**config.mk**
```make
export PLATFORM = sky130hd
export DESIGN_NAME = icm_engine
export DESIGN_NICKNAME = d
export VERILOG_FILES = /design/src/rtl/icm_pkg.sv /design/src/rtl/icm_parity.sv /design/src/rtl/icm_array.sv /design/src/rtl/icm_ctrl.sv /design/src/rtl/icm_engine.sv
export SDC_FILE = /design/constraint.sdc
export NUM_CORES = 2
export LEC_CHECK = 0
export ABC_AREA = 1
export BUFFER_PORTS_ARGS = -buffer_cell sky130_fd_sc_hd__buf_2
export CAP_MARGIN = 5
export CELL_PAD_IN_SITES_DETAIL_PLACEMENT = 1
export CELL_PAD_IN_SITES_GLOBAL_PLACEMENT = 2
export CORE_ASPECT_RATIO = 2
export CORE_MARGIN = 3
export CORE_UTILIZATION = 42
export CTS_CLUSTER_DIAMETER = 40
export DETAILED_ROUTE_END_ITERATION = 10
export PLACE_DENSITY = 0.88
export SLEW_MARGIN = 15
export SYNTH_ARGS = -nofsm -noshare
export SYNTH_HDL_FRONTEND = slang
export SYNTH_SLANG_ARGS = --single-unit
```
**constraint.sdc**
```tcl
create_clock -name clk -period 9.6 [get_ports clk]
set_input_delay 0.48 -clock clk [delete_from_list [all_inputs] [get_ports clk]]
set_output_delay 0.48 -clock clk [all_outputs]
set_load 0.02 [all_outputs]
```
**src/rtl/icm_pkg.sv**
```systemverilog
package icm_pkg;
  typedef enum logic [2:0] {
    OP_IDX_INV = 3'd0,
    OP_LD_TAG  = 3'd1,
    OP_ST_TAG  = 3'd2,
    OP_RSV3    = 3'd3,
    OP_HIT_INV = 3'd4,
    OP_FILL    = 3'd5,
    OP_HIT_WB  = 3'd6,
    OP_RSV7    = 3'd7
  } op_e;

  typedef enum logic [2:0] {
    ST_IDLE,
    ST_EXEC,
    ST_RD_REQ,
    ST_RD_WAIT,
    ST_WR_REQ
  } st_e;
endpackage

```
**src/rtl/icm_parity.sv**
```systemverilog
module icm_parity #(
  parameter int DW_W = 64
) (
  input  logic [DW_W-1:0] data,
  input  logic            ovr_en,
  input  logic            ovr_bit,
  output logic            par
);
  localparam int NB = DW_W / 8;
  logic [NB-1:0] byte_x;

  genvar g;
  generate
    for (g = 0; g < NB; g++) begin : g_byte
      assign byte_x[g] = ^data[g*8 +: 8];
    end
  endgenerate

  assign par = ovr_en ? ovr_bit : ^byte_x;
endmodule

```
**src/rtl/icm_array.sv**
```systemverilog
module icm_array #(
  parameter int SETS  = 8,
  parameter int BEATS = 4,
  parameter int DW_W  = 64,
  parameter int TAG_W = 32
) (
  input  logic                     clk,
  input  logic                     rst_n,
  input  logic [$clog2(SETS)-1:0]  idx,
  input  logic [$clog2(BEATS)-1:0] beat,
  input  logic                     inv_en,
  input  logic                     tag_en,
  input  logic [TAG_W-1:0]         tag_val,
  input  logic                     tag_valid,
  input  logic                     dw_en,
  input  logic [DW_W-1:0]          dw_data,
  input  logic                     dw_par,
  output logic                     rd_valid,
  output logic [TAG_W-1:0]         rd_tag,
  output logic [BEATS-1:0]         rd_par,
  output logic [DW_W-1:0]          rd_data
);
  logic [SETS-1:0]                        valid_q;
  logic [SETS-1:0][TAG_W-1:0]             tag_q;
  logic [SETS-1:0][BEATS-1:0]             par_q;
  logic [SETS-1:0][BEATS-1:0][DW_W-1:0]   data_q;

  always_ff @(posedge clk or negedge rst_n) begin
    if (!rst_n) begin
      valid_q <= '0;
      tag_q   <= '0;
      par_q   <= '0;
      data_q  <= '0;
    end else begin
      if (tag_en) begin
        tag_q[idx]   <= tag_val;
        valid_q[idx] <= tag_valid;
      end else if (inv_en) begin
        valid_q[idx] <= 1'b0;
      end
      if (dw_en) begin
        data_q[idx][beat] <= dw_data;
        par_q[idx][beat]  <= dw_par;
      end
    end
  end

  assign rd_valid = valid_q[idx];
  assign rd_tag   = tag_q[idx];
  assign rd_par   = par_q[idx];
  assign rd_data  = data_q[idx][beat];
endmodule

```
**src/rtl/icm_ctrl.sv**
```systemverilog
module icm_ctrl
  import icm_pkg::*;
#(
  parameter int ADDR_W = 40,
  parameter int SETS   = 8,
  parameter int BEATS  = 4,
  parameter int DW_W   = 64,
  parameter int TREG_W = 32
) (
  input  logic                     clk,
  input  logic                     rst_n,
  input  logic                     cmd_start,
  input  logic [2:0]               cmd_code,
  input  logic [ADDR_W-1:0]        cmd_addr,
  output logic                     busy,
  output logic                     done,
  input  logic                     ce_i,
  input  logic [TREG_W-1:0]        tag_lo_i,
  input  logic [ADDR_W-$clog2(SETS)-$clog2(BEATS)-$clog2(DW_W/8)-TREG_W+7:0] tag_hi_i,
  input  logic [BEATS-1:0]         ecc_i,
  output logic                     ld_we_o,
  output logic [TREG_W-1:0]        ld_tag_o,
  output logic [BEATS-1:0]         ld_ecc_o,
  output logic [$clog2(SETS)-1:0]  idx,
  output logic [$clog2(BEATS)-1:0] beat,
  output logic                     inv_en,
  output logic                     tag_en,
  output logic [ADDR_W-$clog2(SETS)-$clog2(BEATS)-$clog2(DW_W/8)-1:0] tag_val,
  output logic                     tag_valid,
  output logic                     dw_en,
  output logic [DW_W-1:0]          dw_data,
  output logic                     ovr_en,
  output logic                     ovr_bit,
  input  logic                     rd_valid,
  input  logic [ADDR_W-$clog2(SETS)-$clog2(BEATS)-$clog2(DW_W/8)-1:0] rd_tag,
  input  logic [BEATS-1:0]         rd_par,
  input  logic [DW_W-1:0]          rd_data,
  output logic                     mem_req_valid,
  input  logic                     mem_req_ready,
  output logic                     mem_req_we,
  output logic [ADDR_W-1:0]        mem_req_addr,
  output logic [DW_W-1:0]          mem_req_wdata,
  input  logic                     mem_rsp_valid,
  output logic                     mem_rsp_ready,
  input  logic [DW_W-1:0]          mem_rsp_data
);
  localparam int IDX_W  = $clog2(SETS);
  localparam int BEAT_W = $clog2(BEATS);
  localparam int BYTE_W = $clog2(DW_W / 8);
  localparam int OFF_W  = BEAT_W + BYTE_W;
  localparam int TAG_W  = ADDR_W - IDX_W - OFF_W;
  localparam int TLO_W  = TREG_W - 8;
  localparam int THI_W  = TAG_W - TLO_W;
  localparam logic [BEAT_W-1:0] LAST = BEAT_W'(BEATS - 1);

  st_e               st_q;
  op_e               code_q;
  logic [ADDR_W-1:0] addr_q;
  logic [BEAT_W-1:0] beat_q;
  logic              done_q;
  logic              ld_we_q;
  logic [TREG_W-1:0] ld_tag_q;
  logic [BEATS-1:0]  ld_ecc_q;

  logic [TAG_W-1:0]  req_tag;
  logic [BEAT_W-1:0] dw_sel;
  logic              hit;
  logic              last_beat;
  logic              is_exec;
  logic              unused_ok;

  assign req_tag   = addr_q[ADDR_W-1 -: TAG_W];
  assign dw_sel    = addr_q[BYTE_W +: BEAT_W];
  assign idx       = addr_q[OFF_W +: IDX_W];
  assign beat      = beat_q;
  assign hit       = rd_valid && (rd_tag == req_tag);
  assign last_beat = (beat_q == LAST);
  assign is_exec   = (st_q == ST_EXEC);
  assign unused_ok = ^{addr_q[BYTE_W-1:0], tag_lo_i[7:1]};

  // array controls
  assign inv_en    = is_exec && ((code_q == OP_IDX_INV) || (code_q == OP_FILL) ||
                                 ((code_q == OP_HIT_INV) && hit));
  assign tag_en    = (is_exec && (code_q == OP_ST_TAG)) ||
                     ((st_q == ST_RD_WAIT) && mem_rsp_valid && last_beat);
  assign tag_val   = is_exec ? {tag_hi_i[THI_W-1:0], tag_lo_i[TREG_W-1 -: TLO_W]} : req_tag;
  assign tag_valid = is_exec ? tag_lo_i[0] : 1'b1;
  assign dw_en     = (st_q == ST_RD_WAIT) && mem_rsp_valid;
  assign dw_data   = mem_rsp_data;
  assign ovr_en    = ce_i && (beat_q == dw_sel);
  assign ovr_bit   = ecc_i[beat_q];

  // memory channels
  assign mem_req_valid = (st_q == ST_RD_REQ) || (st_q == ST_WR_REQ);
  assign mem_req_we    = (st_q == ST_WR_REQ);
  assign mem_req_addr  = {addr_q[ADDR_W-1:OFF_W], beat_q, {BYTE_W{1'b0}}};
  assign mem_req_wdata = rd_data;
  assign mem_rsp_ready = (st_q == ST_RD_WAIT);

  assign busy     = (st_q != ST_IDLE);
  assign done     = done_q;
  assign ld_we_o  = ld_we_q;
  assign ld_tag_o = ld_tag_q;
  assign ld_ecc_o = ld_ecc_q;

  always_ff @(posedge clk or negedge rst_n) begin
    if (!rst_n) begin
      st_q     <= ST_IDLE;
      code_q   <= OP_IDX_INV;
      addr_q   <= '0;
      beat_q   <= '0;
      done_q   <= 1'b0;
      ld_we_q  <= 1'b0;
      ld_tag_q <= '0;
      ld_ecc_q <= '0;
    end else begin
      done_q  <= 1'b0;
      ld_we_q <= 1'b0;
      unique case (st_q)
        ST_IDLE: begin
          if (cmd_start) begin
            code_q <= op_e'(cmd_code);
            addr_q <= cmd_addr;
            beat_q <= '0;
            st_q   <= ST_EXEC;
          end
        end
        ST_EXEC: begin
          case (code_q)
            OP_FILL: st_q <= ST_RD_REQ;
            OP_HIT_WB: begin
              if (hit) st_q <= ST_WR_REQ;
              else begin st_q <= ST_IDLE; done_q <= 1'b1; end
            end
            OP_LD_TAG: begin
              ld_tag_q <= {rd_tag[TLO_W-1:0], {(TREG_W-TLO_W-1){1'b0}}, rd_valid};
              ld_ecc_q <= rd_par;
              ld_we_q  <= 1'b1;
              st_q     <= ST_IDLE;
              done_q   <= 1'b1;
            end
            default: begin
              st_q   <= ST_IDLE;
              done_q <= 1'b1;
            end
          endcase
        end
        ST_RD_REQ: if (mem_req_ready) st_q <= ST_RD_WAIT;
        ST_RD_WAIT: begin
          if (mem_rsp_valid) begin
            if (last_beat) begin st_q <= ST_IDLE; done_q <= 1'b1; end
            else begin beat_q <= beat_q + 1'b1; st_q <= ST_RD_REQ; end
          end
        end
        ST_WR_REQ: begin
          if (mem_req_ready) begin
            if (last_beat) begin st_q <= ST_IDLE; done_q <= 1'b1; end
            else beat_q <= beat_q + 1'b1;
          end
        end
        default: st_q <= ST_IDLE;
      endcase
    end
  end

  // completion pulse never overlaps busy; acceptance raises busy
  p_done_not_busy_r1: assert property (@(posedge clk) disable iff (!rst_n)
    done |-> !busy);
  p_accept_busy_r1: assert property (@(posedge clk) disable iff (!rst_n)
    (!busy && cmd_start) |=> busy);
  // reserved codes finish at once and touch memory never
  p_rsv_quiet_r10: assert property (@(posedge clk) disable iff (!rst_n)
    (is_exec && (code_q == OP_RSV3 || code_q == OP_RSV7)) |=> (done && !mem_req_valid));
  // stalled request holds its payload
  p_req_hold_r11: assert property (@(posedge clk) disable iff (!rst_n)
    (mem_req_valid && !mem_req_ready) |=>
      (mem_req_valid && $stable(mem_req_addr) && $stable(mem_req_we) && $stable(mem_req_wdata)));
  // no request while waiting for read data
  p_rsp_exclusive_r11: assert property (@(posedge clk) disable iff (!rst_n)
    mem_rsp_ready |-> !mem_req_valid);
endmodule

```
**src/rtl/icm_engine.sv**
```systemverilog
module icm_engine #(
  parameter int ADDR_W = 40,
  parameter int SETS   = 8,
  parameter int BEATS  = 4,
  parameter int DW_W   = 64,
  parameter int TREG_W = 32
) (
  input  logic              clk,
  input  logic              rst_n,
  input  logic              cmd_start,
  input  logic [2:0]        cmd_code,
  input  logic [ADDR_W-1:0] cmd_addr,
  output logic              busy,
  output logic              done,
  input  logic              ce_i,
  input  logic [TREG_W-1:0] tag_lo_i,
  input  logic [ADDR_W-$clog2(SETS)-$clog2(BEATS)-$clog2(DW_W/8)-TREG_W+7:0] tag_hi_i,
  input  logic [BEATS-1:0]  ecc_i,
  output logic              ld_we_o,
  output logic [TREG_W-1:0] ld_tag_o,
  output logic [BEATS-1:0]  ld_ecc_o,
  output logic              mem_req_valid,
  input  logic              mem_req_ready,
  output logic              mem_req_we,
  output logic [ADDR_W-1:0] mem_req_addr,
  output logic [DW_W-1:0]   mem_req_wdata,
  input  logic              mem_rsp_valid,
  output logic              mem_rsp_ready,
  input  logic [DW_W-1:0]   mem_rsp_data
);
  localparam int IDX_W  = $clog2(SETS);
  localparam int BEAT_W = $clog2(BEATS);
  localparam int BYTE_W = $clog2(DW_W / 8);
  localparam int TAG_W  = ADDR_W - IDX_W - BEAT_W - BYTE_W;
  localparam int TLO_W  = TREG_W - 8;

  logic [IDX_W-1:0]  idx;
  logic [BEAT_W-1:0] beat;
  logic              inv_en, tag_en, tag_valid, dw_en, ovr_en, ovr_bit, dw_par;
  logic [TAG_W-1:0]  tag_val, rd_tag;
  logic [DW_W-1:0]   dw_data, rd_data;
  logic              rd_valid;
  logic [BEATS-1:0]  rd_par;

  icm_ctrl #(.ADDR_W(ADDR_W), .SETS(SETS), .BEATS(BEATS), .DW_W(DW_W), .TREG_W(TREG_W)) u_ctrl (
    .clk, .rst_n, .cmd_start, .cmd_code, .cmd_addr, .busy, .done,
    .ce_i, .tag_lo_i, .tag_hi_i, .ecc_i, .ld_we_o, .ld_tag_o, .ld_ecc_o,
    .idx, .beat, .inv_en, .tag_en, .tag_val, .tag_valid, .dw_en, .dw_data,
    .ovr_en, .ovr_bit, .rd_valid, .rd_tag, .rd_par, .rd_data,
    .mem_req_valid, .mem_req_ready, .mem_req_we, .mem_req_addr, .mem_req_wdata,
    .mem_rsp_valid, .mem_rsp_ready, .mem_rsp_data
  );

  icm_parity #(.DW_W(DW_W)) u_par (
    .data(dw_data), .ovr_en(ovr_en), .ovr_bit(ovr_bit), .par(dw_par)
  );

  icm_array #(.SETS(SETS), .BEATS(BEATS), .DW_W(DW_W), .TAG_W(TAG_W)) u_arr (
    .clk, .rst_n, .idx, .beat, .inv_en, .tag_en, .tag_val, .tag_valid,
    .dw_en, .dw_data, .dw_par, .rd_valid, .rd_tag, .rd_par, .rd_data
  );

  // the set under fill reads invalid until the final beat lands
  p_fill_invalid_r8: assert property (@(posedge clk) disable iff (!rst_n)
    (mem_rsp_ready || (mem_req_valid && !mem_req_we)) |-> !rd_valid);
  // index invalidate leaves the set invalid at completion
  p_idx_inv_r2: assert property (@(posedge clk) disable iff (!rst_n)
    (!busy && cmd_start && cmd_code == 3'd0) |=> ##1 (done && !rd_valid));
  // tag store takes the register images sampled in the execute cycle
  p_store_tag_r4: assert property (@(posedge clk) disable iff (!rst_n)
    (!busy && cmd_start && cmd_code == 3'd2) |=> ##1
      (rd_valid == $past(tag_lo_i[0]) &&
       rd_tag == $past({tag_hi_i, tag_lo_i[TREG_W-1 -: TLO_W]})));
  // write-back traffic only from a valid set
  p_wb_valid_r9: assert property (@(posedge clk) disable iff (!rst_n)
    (mem_req_valid && mem_req_we) |-> rd_valid);
endmodule

```
==> impl_metrics.xml <==
<?xml version="1.0" encoding="UTF-8"?>
<metrics>
  <group name="cts">
    <metric name="numCtsBuffers" unit="">234</metric>
    <metric name="clock-sinks" unit="">2420</metric>
    <metric name="clock-root-buffer" unit="">clkbuf_16</metric>
    <metric name="setup_bufs_post_cts" unit="">0</metric>
    <metric name="insertion_delay" unit="ns">0.90</metric>
    <metric name="cts.reportedPaths.clkPinSlew" unit="ns">0.06</metric>
    <metric name="postCtsHoldBufs" unit="">115</metric>
    <metric name="cts_buffer_depth" unit="">4</metric>
    <metric name="cts.repair.resized" unit="">0</metric>
    <metric name="cts_max_level" unit="">4</metric>
    <metric name="cts_tree" unit="">yes</metric>
  </group>
  <group name="floorplan">
    <metric name="die_w" unit="um">359.4</metric>
    <metric name="floorplan.core_area" unit="mm^2">0.2476</metric>
    <metric name="vertical_extent_of_the_die" unit="um">712.7</metric>
    <metric name="top_level_ports" unit="">303</metric>
    <metric name="starting_density_of_the_core" unit="%">42.36</metric>
    <metric name="die_area" unit="mm^2">0.2561</metric>
    <metric name="rows" unit="">258</metric>
  </group>
  <group name="sta">
    <metric name="clock_skew" unit="ns">0.05259</metric>
    <metric name="timing.final.crit_period" unit="ns">6.153</metric>
    <metric name="max_slew.worst_pin.slew" unit="ns">1.329</metric>
    <metric name="grt_setup_unrepaired" unit="">false</metric>
    <metric name="max_freq" unit="MHz">162.5</metric>
    <metric name="max-slew-margin-rel" unit="%">11.39</metric>
    <metric name="slew_viol_final" unit="">0</metric>
    <metric name="final.setup.worst_slack" unit="ns">3.447</metric>
    <metric name="layout_worst_path_cycle_share" unit="%">64.09</metric>
    <metric name="fin_setup_tns" unit="ns">0</metric>
    <metric name="setup_viol" unit="">0</metric>
    <metric name="final_hold_viol_count" unit="">0</metric>
  </group>
  <group name="pwr">
    <metric name="power" unit="mW">32.46</metric>
    <metric name="clkPwrFrac" unit="%">28.9</metric>
    <metric name="power_dissipated_by_switching_net_loads" unit="mW">12.76</metric>
    <metric name="p_per_area" unit="mW/mm^2">278.8</metric>
    <metric name="vdd_ir_drop_max" unit="uV">183.7</metric>
    <metric name="p_comb_share" unit="%">30.6</metric>
    <metric name="internal_power" unit="mW">19.70</metric>
    <metric name="sw_frac_of_total" unit="%">39.31</metric>
    <metric name="static-leakage-power" unit="nW">53.75</metric>
    <metric name="p_seq_share" unit="%">40.5</metric>
  </group>
  <group name="worst_setup_path">
    <metric name="worst-setup-path-type" unit="">reg -&gt; out</metric>
    <metric name="start_kind" unit="">flop</metric>
    <metric name="required" unit="ns">9.12</metric>
    <metric name="path_max_fanout" unit="">100</metric>
    <metric name="timing.critical_path.arrival" unit="ns">5.67</metric>
    <metric name="setup.worst_path.end_class" unit="">output pin</metric>
  </group>
  <group name="place">
    <metric name="postPlaceCellArea" unit="mm^2">0.1077</metric>
    <metric name="hpwlAfterDp" unit="um">224400</metric>
    <metric name="finalWeightedCongestion" unit="">0.9063</metric>
    <metric name="port-buffer-count" unit="">282</metric>
    <metric name="pre_cts_slack" unit="ns">4.391</metric>
  </group>
  <group name="global_route">
    <metric name="globalRouteOverflowTotal" unit="">0</metric>
    <metric name="globalRouteTotalUtil" unit="%">31.62</metric>
    <metric name="grt_max_degree" unit="">178</metric>
    <metric name="antenna_found_initial" unit="">19</metric>
    <metric name="vias_in_the_first_global_route" unit="">95800</metric>
    <metric name="grt_first_pass_wirelength" unit="um">616500</metric>
  </group>
  <group name="route">
    <metric name="dr_total_vias" unit="">90770</metric>
    <metric name="drt-wirelength-per-cell" unit="um">27.44</metric>
    <metric name="ant_nets" unit="">0</metric>
    <metric name="detailedRoute.firstIterationViolations" unit="">8675</metric>
    <metric name="route.detailed.drc" unit="">0</metric>
    <metric name="viasPerCell" unit="">6.044</metric>
    <metric name="drt_first_pass_iters" unit="">7</metric>
    <metric name="wl" unit="um">412100</metric>
  </group>
  <group name="hold_path">
    <metric name="holdCritPathClass" unit="">in -&gt; reg</metric>
  </group>
  <group name="logic_synthesis">
    <metric name="syn-cell-area" unit="mm^2">0.1049</metric>
    <metric name="synth_flop_cell" unit="">dfrtp_1</metric>
    <metric name="synthesis.instances" unit="">11850</metric>
    <metric name="postSynthRegisterBits" unit="">2420</metric>
    <metric name="synth_area_per_cell" unit="um^2">8.854</metric>
    <metric name="share_of_synthesized_area_occupied_by_flip_flops_and_latches" unit="%">57.73</metric>
    <metric name="synth-edff-count" unit="">0</metric>
    <metric name="share_of_synthesized_registers_carrying_an_async_set_or_reset" unit="%">100.0</metric>
    <metric name="yosys_warnings" unit="">0</metric>
    <metric name="number_of_distinct_library_cells_after_synthesis" unit="">47</metric>
  </group>
  <group name="flow_run">
    <metric name="maxCapViolations" unit="">0</metric>
  </group>
  <group name="finish">
    <metric name="seqCellArea" unit="mm^2">0.06057</metric>
    <metric name="fin_area" unit="mm^2">0.1164</metric>
    <metric name="area.growth.synth_to_final" unit="%">10.98</metric>
    <metric name="final_layout_size_suffix_gt1_share" unit="%">7.718</metric>
    <metric name="num-nets-final" unit="">11730</metric>
    <metric name="multiInputGateArea" unit="mm^2">0.03814</metric>
    <metric name="filler_cell_count" unit="">28360</metric>
  </group>
  <group name="outcome">
    <metric name="status" unit="">completed</metric>
  </group>
</metrics>
cell families after synthesis:
family          Yosys count  share of synthesized area [%]
simple gates           4361                          16.42
flops                  2420                          57.73
mux                      18                         0.1932
buf+inv                1593                          6.185
xor+xnor                 65                         0.5427
compound gates         3385                          18.87
other cells               1                       0.003575
fa+ha+maj                 4                        0.04772
synth_stat cells, types with 2 or more instances:
cell	number	share of area (%)
a22oi_1	136	0.97
o21bai_1	15	0.11
o21ai_0	2330	11
buf_2	125	0.60
inv_1	511	1.8
a22o_1	173	1.4
buf_6	16	0.17
nor2_1	254	0.91
o21ai_1	57	0.27
nor2_4	6	0.064
nand2_2	3	0.018
dfrtp_1	2420	58
nor3_1	20	0.095
o221ai_1	17	0.14
clkbuf_1	804	2.9
o2bb2ai_1	28	0.23
buf_1	57	0.20
a21oi_1	133	0.63
a31oi_1	27	0.16
a221oi_1	290	2.4
a211oi_1	27	0.19
inv_2	17	0.061
xor2_1	18	0.15
xnor2_1	47	0.39
a2111oi_0	5	0.042
a31o_2	12	0.10
mux2_2	18	0.19
nor3b_1	2	0.014
buf_4	61	0.44
o211ai_1	97	0.69
a32o_1	16	0.15
nor2_2	7	0.042
ha_1	4	0.048
nor4_1	3	0.018
nand2_1	3675	13
nand4_1	192	1.1
a41o_1	10	0.095
o22ai_1	10	0.060
nand3_1	196	0.94
power by group through the flow:
stage                     clock [mW]  combinational, mW  sequential, mW
after floorplan                    0               5.73            12.9
after global placement             0               9.55            13.1
after detailed placement           0               9.81            13.3
after CTS                       9.51               9.91            13.1
after global routing            9.91               10.7            13.3
final                           9.38               9.92            13.2
metrics by stage:
stage          utilization, %  std cells  hold slack (ns)
2_1_floorplan               -      11860           0.1844
3_3_place_gp            43.48      14470           0.4547
3_5_place_dp            43.48      14470           0.4586
4_1_cts                 47.00      15000          0.01361
5_1_grt                 47.00      15010          0.07658
6_report                47.02      15020          0.07279
area by class of cell:
cell class | count | share of cell area [%]
Inverter | 530 | 1.810
Tap cell | 3250 | 3.493
Antenna cell | 17 | 0.03654
Multi-Input combinational cell | 7843 | 32.77
Timing Repair Buffer | 544 | 3.366
Clock inverter | 85 | 0.8179
Clock buffer | 330 | 5.678
Sequential cell | 2420 | 52.03
cells in the final DEF, fill, tap and decap left out, types with 115 or more instances in the layout:
cell type and count:
nand2_1 3657, dfrtp_1 2417, o21ai_0 2330, inv_1 493, a221oi_1 290, buf_2 281
nor2_1 242, clkbuf_16 237, nand3_1 195, nand4_1 192, a22o_1 173, a22oi_1 136
a21oi_1 133, buf_4 128, dlygate4sd3_1 115
flip-flops by register name, indices dropped and copies added (netlist names), 4 cells and up:
name and flops:
u_arr.data_q 2048, u_arr.tag_q 256, u_ctrl.addr_q 37, u_arr.par_q 32
u_ctrl.ld_tag_o 25, u_arr.valid_q 8, u_ctrl.ld_ecc_o 4
worst max-delay path, cell delays in order (launching register included):
cell and delay (ns):
dfrtp_4 0.94, inv_4 0.51, nor2_4 0.27, buf_12 0.59
buf_4 0.81, nand2_1 0.11, nand4_1 0.13, nor2_1 0.05
o21ai_0 0.88, buf_2 0.33
per-layer routing:
layer	part of all wire [%]	routed length, um	up-vias	GRT usage [%]
met5	0.0066	27	-	0
met4	5.7	23530	4	16.43
met3	6.1	25040	1058	4.144
met2	49	203000	3400	54.67
met1	39	160500	47320	38.62
li1	-	-	38990	-
final timing paths:
| path | from | end | slack (ns) | depth (start not counted) |
|---|---|---|---|---|
| setup / recovery | u_ctrl.addr_q[5] | mem_req_wdata[54] | 3.45 | 9 |
| hold / removal | mem_req_ready | u_ctrl.done | 0.07 | 5 |
| setup reg to reg | u_ctrl.addr_q[5] | u_arr.data_q[1086] | 4.73 | 7 |
| hold reg to reg | u_arr.tag_q[252] | u_arr.tag_q[252] | 0.47 | 2 |
| max in group asynchronous | rst_n | u_arr.data_q[1371] | 6.95 | 4 |
| min in group asynchronous | rst_n | u_arr.tag_q[170] | 0.27 | 2 |
Note: power is estimated with default switching activity, not from simulation.
